<file path="src/rtl/dmem_pkg.sv">
package dmem_pkg;
    localparam int DATA_W = 8;
    localparam int BANK_BIT = 5;
    localparam int SFR_LAST = 11;
    localparam logic [3:0] SLOT_STATUS = 4'h3;
    localparam logic [3:0] SLOT_PORT = 4'h5;

    typedef enum logic {
        BANK_LO = 1'b0,
        BANK_HI = 1'b1
    } bank_e;

    typedef enum logic [1:0] {
        REG_SFR,
        REG_GPR,
        REG_MIRROR,
        REG_HOLE
    } region_e;
endpackage

</file>
<file path="src/rtl/dmem_region_dec.sv">
module dmem_region_dec
    import dmem_pkg::*;
#(
    parameter int ADDR_W = 7,
    parameter int GPR_FIRST = 12,
    parameter int GPR_LAST = 79,
    localparam int GPR_N = GPR_LAST - GPR_FIRST + 1,
    localparam int GIDX_W = $clog2(GPR_N)
) (
    input  bank_e             bank,
    input  logic [ADDR_W-1:0] addr,
    output region_e           region,
    output logic [GIDX_W-1:0] gpr_idx,
    output logic [3:0]        sfr_slot
);
    localparam logic [ADDR_W-1:0] SFR_END_A = ADDR_W'(SFR_LAST);
    localparam logic [ADDR_W-1:0] GPR_LO_A = ADDR_W'(GPR_FIRST);
    localparam logic [ADDR_W-1:0] GPR_HI_A = ADDR_W'(GPR_LAST);

    logic [ADDR_W-1:0] offset;
    assign offset = addr - GPR_LO_A;
    assign sfr_slot = addr[3:0];

    always_comb begin
        region = REG_HOLE;
        gpr_idx = '0;
        if (addr <= SFR_END_A) begin
            region = REG_SFR;
        end else if (addr >= GPR_LO_A && addr <= GPR_HI_A) begin
            region = (bank == BANK_LO) ? REG_GPR : REG_MIRROR;
            gpr_idx = GIDX_W'(offset);
        end
    end
endmodule

</file>
<file path="src/rtl/dmem_gpr_array.sv">
module dmem_gpr_array
    import dmem_pkg::*;
#(
    parameter int DEPTH = 68,
    localparam int IDX_W = $clog2(DEPTH)
) (
    input  logic              clk,
    input  logic              we,
    input  logic [IDX_W-1:0]  idx,
    input  logic [DATA_W-1:0] wdata,
    output logic [DATA_W-1:0] rdata
);
    logic [DATA_W-1:0] mem [DEPTH];

    always_ff @(posedge clk) begin
        if (we) begin
            mem[idx] <= wdata;
        end
    end

    assign rdata = mem[idx];
endmodule

</file>
<file path="src/rtl/dmem_gpio_port.sv">
module dmem_gpio_port #(
    parameter int PORT_W = 8
) (
    input  logic              clk,
    input  logic              rst_n,
    input  logic              dir_we,
    input  logic              lat_we,
    input  logic [PORT_W-1:0] wdata,
    output logic [PORT_W-1:0] dir_o,
    output logic [PORT_W-1:0] pin_out,
    output logic [PORT_W-1:0] pin_oe
);
    logic [PORT_W-1:0] dir_q;
    logic [PORT_W-1:0] lat_q;

    always_ff @(posedge clk or negedge rst_n) begin
        if (!rst_n) begin
            dir_q <= '1;
            lat_q <= '0;
        end else begin
            if (dir_we) dir_q <= wdata;
            if (lat_we) lat_q <= wdata;
        end
    end

    assign dir_o = dir_q;
    assign pin_out = lat_q;
    assign pin_oe = ~dir_q;

    assert_dir_write_R8: assert property (@(posedge clk) disable iff (!rst_n)
        dir_we |=> (pin_oe == ~$past(wdata)));
    assert_latch_write_R9: assert property (@(posedge clk) disable iff (!rst_n)
        lat_we |=> (pin_out == $past(wdata)));
endmodule

</file>
<file path="src/rtl/banked_dmem.sv">
module banked_dmem
    import dmem_pkg::*;
#(
    parameter int ADDR_W = 7,
    parameter int PORT_W = 8,
    parameter int GPR_FIRST = 12,
    parameter int GPR_LAST = 79,
    localparam int GPR_N = GPR_LAST - GPR_FIRST + 1,
    localparam int GIDX_W = $clog2(GPR_N)
) (
    input  logic              clk,
    input  logic              rst_n,
    input  logic [ADDR_W-1:0] addr_i,
    input  logic              wr_en_i,
    input  logic [7:0]        wr_data_i,
    output logic [7:0]        rd_data_o,
    input  logic [PORT_W-1:0] pin_in_i,
    output logic [PORT_W-1:0] pin_out_o,
    output logic [PORT_W-1:0] pin_oe_o
);
    localparam logic [DATA_W-1:0] BANK_MASK = DATA_W'(1) << BANK_BIT;

    bank_e             bank_q, bank_d;
    logic [DATA_W-1:0] status_q;
    region_e           region;
    logic [GIDX_W-1:0] gpr_idx;
    logic [3:0]        sfr_slot;
    logic [DATA_W-1:0] gpr_rdata;
    logic [PORT_W-1:0] dir_val;
    logic [DATA_W-1:0] status_view;
    logic              sfr_wr, st_we, lat_we, dir_we, gpr_we;

    dmem_region_dec #(
        .ADDR_W(ADDR_W), .GPR_FIRST(GPR_FIRST), .GPR_LAST(GPR_LAST)
    ) u_dec (
        .bank(bank_q), .addr(addr_i), .region(region),
        .gpr_idx(gpr_idx), .sfr_slot(sfr_slot)
    );

    assign sfr_wr = wr_en_i && (region == REG_SFR);
    assign st_we  = sfr_wr && (sfr_slot == SLOT_STATUS);
    assign lat_we = sfr_wr && (sfr_slot == SLOT_PORT) && (bank_q == BANK_LO);
    assign dir_we = sfr_wr && (sfr_slot == SLOT_PORT) && (bank_q == BANK_HI);
    assign gpr_we = wr_en_i && (region == REG_GPR || region == REG_MIRROR);

    dmem_gpr_array #(.DEPTH(GPR_N)) u_gpr (
        .clk(clk), .we(gpr_we), .idx(gpr_idx),
        .wdata(wr_data_i), .rdata(gpr_rdata)
    );

    dmem_gpio_port #(.PORT_W(PORT_W)) u_port (
        .clk(clk), .rst_n(rst_n), .dir_we(dir_we), .lat_we(lat_we),
        .wdata(wr_data_i[PORT_W-1:0]), .dir_o(dir_val),
        .pin_out(pin_out_o), .pin_oe(pin_oe_o)
    );

    // Bank state machine: next-state logic
    always_comb begin
        bank_d = bank_q;
        unique case (bank_q)
            BANK_LO: if (st_we && wr_data_i[BANK_BIT])  bank_d = BANK_HI; // SELECT_HI
            BANK_HI: if (st_we && !wr_data_i[BANK_BIT]) bank_d = BANK_LO; // SELECT_LO
            default: bank_d = BANK_LO;
        endcase
    end

    // State register plus the rest of the status byte
    always_ff @(posedge clk or negedge rst_n) begin
        if (!rst_n) begin
            bank_q   <= BANK_LO;
            status_q <= '0;
        end else begin
            bank_q <= bank_d;
            if (st_we) status_q <= wr_data_i;
        end
    end

    assign status_view = (status_q & ~BANK_MASK) |
                         ((bank_q == BANK_HI) ? BANK_MASK : '0);

    // Read output mux
    always_comb begin
        rd_data_o = '0;
        unique case (region)
            REG_SFR: begin
                if (sfr_slot == SLOT_STATUS)
                    rd_data_o = status_view;
                else if (sfr_slot == SLOT_PORT)
                    rd_data_o = (bank_q == BANK_LO) ? DATA_W'(pin_in_i)
                                                    : DATA_W'(dir_val);
            end
            REG_GPR, REG_MIRROR: rd_data_o = gpr_rdata;
            REG_HOLE: rd_data_o = '0;
            default: rd_data_o = '0;
        endcase
    end

    assert_bank_switch_R3: assert property (@(posedge clk) disable iff (!rst_n)
        st_we |=> ((bank_q == BANK_HI) == $past(wr_data_i[BANK_BIT])));
    assert_bank_hold_R3: assert property (@(posedge clk) disable iff (!rst_n)
        !st_we |=> $stable(bank_q));
    assert_hole_read_zero_R6: assert property (@(posedge clk) disable iff (!rst_n)
        (region == REG_HOLE) |-> (rd_data_o == '0));
    assert_hole_write_ignored_R6: assert property (@(posedge clk) disable iff (!rst_n)
        (wr_en_i && region == REG_HOLE) |=>
            ($stable(pin_out_o) && $stable(pin_oe_o) && $stable(bank_q) && $stable(status_q)));
    assert_port_write_excl_R1: assert property (@(posedge clk) disable iff (!rst_n)
        !(lat_we && dir_we));
endmodule

</file>
<file path="config.mk">
export PLATFORM = sky130hd
export DESIGN_NAME = banked_dmem
export DESIGN_NICKNAME = d
export VERILOG_FILES = /design/src/rtl/dmem_pkg.sv /design/src/rtl/dmem_region_dec.sv /design/src/rtl/dmem_gpr_array.sv /design/src/rtl/dmem_gpio_port.sv /design/src/rtl/banked_dmem.sv
export SDC_FILE = /design/constraint.sdc
export NUM_CORES = 1
export LEC_CHECK = 0
export ABC_AREA = 0
export BUFFER_PORTS_ARGS = -buffer_cell sky130_fd_sc_hd__buf_2
export CAP_MARGIN = 20
export CORE_ASPECT_RATIO = 0.5
export CORE_MARGIN = 2
export CORE_UTILIZATION = 40
export DETAILED_ROUTE_END_ITERATION = 10
export PLACE_DENSITY = 0.54
export SYNTH_ARGS = -nofsm -noshare
export SYNTH_HDL_FRONTEND = slang
export SYNTH_SLANG_ARGS = --single-unit
</file>
<file path="constraint.sdc">
create_clock -name clk -period 5.96 [get_ports clk]
set_clock_uncertainty 0.2 [all_clocks]
set_input_delay 0.298 -clock clk [delete_from_list [all_inputs] [get_ports clk]]
set_output_delay 0.298 -clock clk [all_outputs]
set_load 0.01 [all_outputs]
</file>
# Yosys cells after proc, flatten, opt, wreduce, memory -nomap -nowiden
# Memories as Yosys holds them, arrays and structs flattened.
# Cells that the tools add are included.
[word_totals] latchBits=0 out_inout_bits=24 ram_bits=544 wordCells=45 regBits=25 inputBits=26 memories=1 rom_bits=0
[mem_list] name="u_gpr.mem" words=68 width=8 read_ports=1 rd_ports_with_merged_regs=0 write_ports=1 line_no="dmem_gpr_array.sv:13" source="logic [DATA_W-1:0] mem [DEPTH];"
[op_classes] div=0 magnitude_cmp=3 addsub=1 n_eq_ne=5 n_shift=0 n_mux=15 bitwise_logic=3 n_reduce_logical=13 n_mul=0
[op_table] operator="8-bit 2-to-1 mux" count=3
[op_table] operator="8-bit one-hot mux with 3 select lines" count=1
[op_table] operator="7-bit 2-to-1 mux" count=2
[op_table] operator="1-bit logical AND" count=9
[op_table] operator="8-bit inverter" count=1
[op_table] operator="8-bit by 6-bit bitwise OR with 8-bit output" count=1
[op_table] operator="7-bit by 4-bit >= comparator with 1-bit output, second input constant" count=1
[op_table] operator="7-bit by 4-bit less-or-equal comparator with 1-bit output, second input constant" count=1
[op_table] operator="7-bit less-or-equal comparator, second input constant" count=1
[op_table] operator="7-bit by 4-bit subtractor with 7-bit output, second input constant" count=1
[op_table] operator="2-bit 2-to-1 mux" count=3
[op_table] operator="6-bit 2-to-1 mux" count=1
[op_table] operator="2-bit == test, second input constant" count=2
[op_table] operator="4-bit by 2-bit == test with 1-bit output, second input constant" count=1
[op_table] operator="4-bit by 3-bit == test with 1-bit output, second input constant" count=1
[op_table] operator="1-bit 2-to-1 mux" count=4
[op_table] operator="2-bit by 1-bit == test with 1-bit output, second input constant" count=1
[op_table] operator="2-bit logical NOT" count=1
[op_table] operator="1-bit one-hot mux with 2 select lines" count=1
[op_table] operator="2-bit OR reduction" count=1
[op_table] operator="1-bit logical NOT" count=1
[op_table] operator="1-bit logical OR" count=1
[op_table] operator="1-bit inverter" count=1

# Longest topological paths before layout
[logic_depth] depth_word=10 depth_mapped=13 ltp_nobuf=11

# By module
# Synthesis repeated with hierarchy kept, for this count alone.
[hier_totals] hier_cells=1292 hier_area_um2=23134.7
[by_module_without_submodules] mod="dmem_gpr_array" area_per_inst_um2=21461.8 cells_per_inst=1153 seq_area_each_um2=16335.7 instances=1
[by_module_without_submodules] mod="banked_dmem" area_per_inst_um2=711.9 cells_per_inst=64 seq_area_each_um2=200.2 instances=1
[by_module_without_submodules] mod="dmem_gpio_port" area_per_inst_um2=703.2 cells_per_inst=42 seq_area_each_um2=410.4 instances=1
[by_module_without_submodules] mod="dmem_region_dec" area_per_inst_um2=257.7 cells_per_inst=33 seq_area_each_um2=0.0 instances=1

# Least setup slack after synthesis
# Ideal clock, no wire load.
[synth_path] path_type="input port to flip-flop" from="input addr_i[2]" to="memory u_gpr.mem[11][0], enable pin" path_buffers=2 t_arrival_ps=2776 slack_ps=2614 setup_ps=370 t_required_ps=5390 cell_stages=11 cell_sequence="buf_4 -> clkinv_1 -> ha_1 -> nand3_1 -> o211ai_1 -> a22o_1 -> ha_1 -> and2_1 -> clkbuf_1 -> nand4_1 -> nor2_1"
[synth_between] elab_chain_cells=9 word_cells_on_any_way=15 classes_between="add/sub (1); order compare (3); eq/ne (2); mux (6); reduce/logical (3)"
[synth_rtl] element="from (decl)" line_no="banked_dmem.sv:13" source="input logic [ADDR_W-1:0] addr_i,"
[synth_rtl] element="7-bit by 4-bit >= comparator with 1-bit output or 7-bit less-or-equal comparator (tied branches)" line_no="dmem_region_dec.sv:29" source="end else if (addr >= GPR_LO_A && addr <= GPR_HI_A) begin"
[synth_rtl] element="1-bit logical AND" line_no="dmem_region_dec.sv:29"
[synth_rtl] element="2-bit 2-to-1 mux" line_no="dmem_region_dec.sv:29"
[synth_rtl] element="2-bit 2-to-1 mux" line_no="dmem_region_dec.sv:27" source="if (addr <= SFR_END_A) begin"
[synth_rtl] element="2-bit by 1-bit == test with 1-bit output or 2-bit == test (tied branches)" line_no="banked_dmem.sv:44" source="assign gpr_we = wr_en_i && (region == REG_GPR || region == REG_MIRROR);"
[synth_rtl] element="1-bit logical OR" line_no="banked_dmem.sv:44"
[synth_rtl] element="1-bit logical AND" line_no="banked_dmem.sv:44"
[synth_rtl] element="1-bit 2-to-1 mux" line_no="dmem_gpr_array.sv:16" source="if (we) begin"
[synth_rtl] element="1-bit 2-to-1 mux (not written as such)" line_no="dmem_gpr_array.sv:17" source="mem[idx] <= wdata;"
[synth_rtl] element="to (decl)" line_no="dmem_gpr_array.sv:13"
# Parallel ways exist; a longest one is shown, timed or not.

# Final worst setup path
[layout_path] from="input addr_i[2]" to="output rd_data_o[5]"
[layout_between] elab_chain_cells=7 word_cells_on_any_way=20 classes_between="add/sub (1); order compare (3); eq/ne (5); mux (7); reduce/logical (3); memory (1)"
[layout_rtl] element="branches (longest 6 deep; another with memory 68 x 8 bit)"
[layout_rtl] element="8-bit one-hot mux with 3 select lines *" line_no="banked_dmem.sv:84" source="unique case (region)"
[layout_rtl] element="to (decl)" line_no="banked_dmem.sv:16" source="output logic [7:0] rd_data_o,"
# Every way passes the cells marked *.

==> results.txt <==
The fill cell total of the finished layout was 4851. Detailed placement finished with a half-perimeter wire length of 40400 um. The clock drives 568 sinks. The remaining global-route overflow is 0, and the global-route wire length before repair is 94300 um. Required time of the critical path: 5460 ps. Measured against its own limit, the worst slew margin works out to 31.7%. TritonCTS built the clock tree. By area the synthesized netlist is led by edfxtp_1 73%, mux2_2 4.0%, o22ai_1 3.9%. The floorplan has 61 rows. From synthesis to final layout, the design area changed by 13.7%. The run gives 0.0581 mm2 as the die footprint.

Timing analysis after detailed placement gives a worst setup slack of 838 ps. Post-synthesis area per instance: 15.6 um2. The flow ran to the end, and the final reports show no timing, DRC or antenna violations. The H-tree generated during clock tree synthesis spans 2 levels. The run gives 0 ps as the final sum of negative setup slack.

The total nets after synthesis was 1464. The detailed-routing iteration count for the pre-antenna-repair pass was 5; the number of remaining DRC errors was 0. During I/O placement, the number of pins put on the boundary was 50.

Fraction of synthesized cell area taken by the top area cell type: 72.9%. The final count of pins violating max slew was 0; the number of enable-type register cells in the synthesized netlist was 544. The library cell with the largest summed area after synthesis is edfxtp_1.

For this run, the leading register cell type out of synthesis is edfxtp_1. In this run the clock root is driven by a clkbuf_16. The number of antenna diodes in the final layout is 0. The post-synthesis async set-or-reset flop share is 4.23%, and the peak clock frequency supported by timing is 0.188 GHz.

The global-route total usage across every layer was 22.0%; the arrival time of the worst setup path was 4820 ps. The critical path in this run is classified as in2out. The tools report the number of standard cells after synthesis as 1433.

The design draws 8.29 mW. The number of global-route vias before repair is 13400, and the power per unit of standard cell area is 325 mW/mm2. Once the clock tree was built, the resizer swapped 0 gates to a different size. For the pin with the worst max-slew slack, the measured transition is 1020 ps. In the final design database the tool counted 1557 nets. For the initial antenna violation count, the log shows 0.

The number of distinct library cells after synthesis is 71. The run gives 8.26 nW as the leakage dissipation. For the number of vias after detailed routing, the log shows 13900. The tools report the launching element type of the critical path as an input pin.

The clock period could shrink to 5320 ps. After detailed routing, the total wire length is 64800 um. Of all nets on the critical path, the largest fanout is 28. The count of nets left with antenna violations after detail routing was 0; the core footprint was 0.0555 mm2. Routability-driven placement finished with a final weighted congestion of 0.951. Clock tree buffer depth: 3. VDD sags by at most 0.207 mV.

Dividing the detail-routed wire length by the instance count gives 27.9 um. The number of failing setup endpoints in the final timing report came out at 0. The count of final hold-check violations is 0, and the portion of the post-synthesis area used by sequential elements is 75.6%. After layout, the worst path uses 89.3% of the clock period. Clock-pin slew was measured on the worst setup and hold paths at 60 ps.

Setup slack on the critical path of the routed design comes to 638 ps. From bottom edge to top edge, the die measures 171 um. Setup repair after global routing left no endpoint under its margin.

The detail-routed via count per cell was 5.98; the die extent in x was 339 um. The logs give 2100 ps for the worst reg-to-reg setup slack and 580 ps for the clock latency at the later pin of the worst-skew pair. In this run the cell area of the synthesized design comes to 0.0224 mm2.

After synthesis the netlist holds a flip-flop and latch count of 568. Once the floorplan was initialized, standard cells occupied 40.4% of the core. The depth of the worst register-to-register path was 7; the number of warnings printed during yosys synthesis was 0. The total CTS buffers was 53; the share of post-route cells with drive strength above 1 was 19.3%. During placement, the flow inserted port buffers numbering 49. The type of the worst min-delay path was in2async.

The endpoint identified for the worst register-to-register timing path is u_gpr.mem[9][3]. STA classifies the critical path endpoint as an output port. The max-capacitance violation count is 0, and the initial DRC count is 1881. Entering global routing, the biggest net connects 72 pins.
==> cell usage after synthesis (4+ instances only) <==
library cell  number
o211ai_1           8
ha_1               5
mux2_2            80
buf_2             27
o22a_1             7
nor2_1            95
clkbuf_1          49
nand2_1          113
nand3_1           11
nand2b_1           5
o21ai_1            4
o41ai_1            5
o221ai_1          29
a2bb2oi_1         15
and2_1             5
dfrtp_1           16
nor3_1            10
edfxtp_1         544
a21oi_1           15
a221o_1            7
inv_1             15
a31oi_1           14
o21ai_0           80
o31ai_1           14
o2bb2ai_1          4
a41oi_1            5
nor4_1             4
a22oi_1            4
dfstp_2            8
nor2b_1            5
buf_1              4
mux2i_1           21
o22ai_1          140
==> area by class of cell <==
class	instances	area (um2)	share of cell area (%)
Inverter	16	60.1	0.236
Clock inverter	30	263	1.03
Sequential cell	568	16900	66.5
Timing Repair Buffer	124	826	3.24
Multi-Input combinational cell	763	5060	19.8
Tap cell	756	946	3.71
Clock buffer	64	1390	5.45
==> power breakdown <==
part / switching [mW] / internal (mW) / leakage [nW]
sequential: 0.0116 / 4.40 / 5.19
combinational: 0.416 / 0.163 / 2.26
clock: 1.48 / 1.83 / 0.810
total: 1.90 / 6.39 / 8.26
==> cell families after synthesis <==
logic type / Yosys count / synth area share (%)
AND/OR/NAND/NOR: 271 / 5.30
multiplexers: 103 / 5.16
XOR/XNOR: 3 / 0.117
adder cells (fa/ha/maj): 5 / 0.279
buffers and inverters: 102 / 2.01
AO/OA/AOI/OAI: 381 / 11.5
flip-flops: 568 / 75.6
==> placed cells by master (no fill, tap or decap), drive strengths merged, types with 7 or more instances in the layout <==
master,n
o211ai,8
clkbuf,64
dfrtp,16
clkinv,25
mux2i,21
nand2,113
o41ai,7
dfstp,8
o22a,7
nor2,96
o22ai,140
a21oi,16
a221o,7
edfxtp,544
a31oi,14
buf,123
o221ai,29
o21ai,84
mux2,80
inv,17
nor3,14
o31ai,14
nand3,11
a2bb2oi,15
==> registers in the layout, indices dropped and copies added (netlist names), named ones only <==
signal,cells
u_gpr.mem,544
u_port.dir_o,8
u_port.pin_out,8
status_q,7
==> metrics by stage <==
stage	cell area (um2)	hold WS (ps)	instances	utilization [%]
3_5_place_dp	23800	103	2226	42.9
3_3_place_gp	23800	83.7	2226	42.9
6_report	25500	22.5	2321	45.9
5_1_grt	25500	74.3	2321	45.9
4_1_cts	25500	32.5	2321	45.9
2_1_floorplan	22400	-198	1433	-
==> repair_timing <==
item / 4_1_cts / 5_1_grt
buffers inserted: 0 / 0
hold buffers: 1 / 0
endpoints found under the hold margin: 24 / 0
==> critical path, cell delays in order <==
cell and delay [ps]:
buf_2 510, clkinv_1 480, ha_1 380, nand3_1 210, a21oi_2 140, nor3_4 380, buf_4 430, o22ai_1 120
o31ai_1 750, a41oi_1 230, o41ai_1 590, buf_2 250
==> metal layers <==
layer / track usage (%) / part of all wire, % / wire length (um)
met2: 33.5 / 44 / 28500
met4: 5.72 / 2.3 / 1480
met5: 0 / 0 / 0
met3: 4.45 / 8.7 / 5630
met1: 32.4 / 45 / 29200
==> worst max-delay path by stage <==
| stage | from | to | slack [ps] | cells past startpoint |
|---|---|---|---|---|
| floorplan | addr_i[2] | u_gpr.mem[11][0] | 2610 | 11 |
| global placement | addr_i[2] | rd_data_o[5] | 810 | 12 |
| detailed placement | addr_i[2] | rd_data_o[5] | 840 | 12 |
| CTS | addr_i[2] | rd_data_o[5] | 810 | 12 |
| global route | addr_i[2] | rd_data_o[4] | 570 | 12 |
| finish | addr_i[2] | rd_data_o[5] | 640 | 12 |
(Power assumes the default switching activity.)
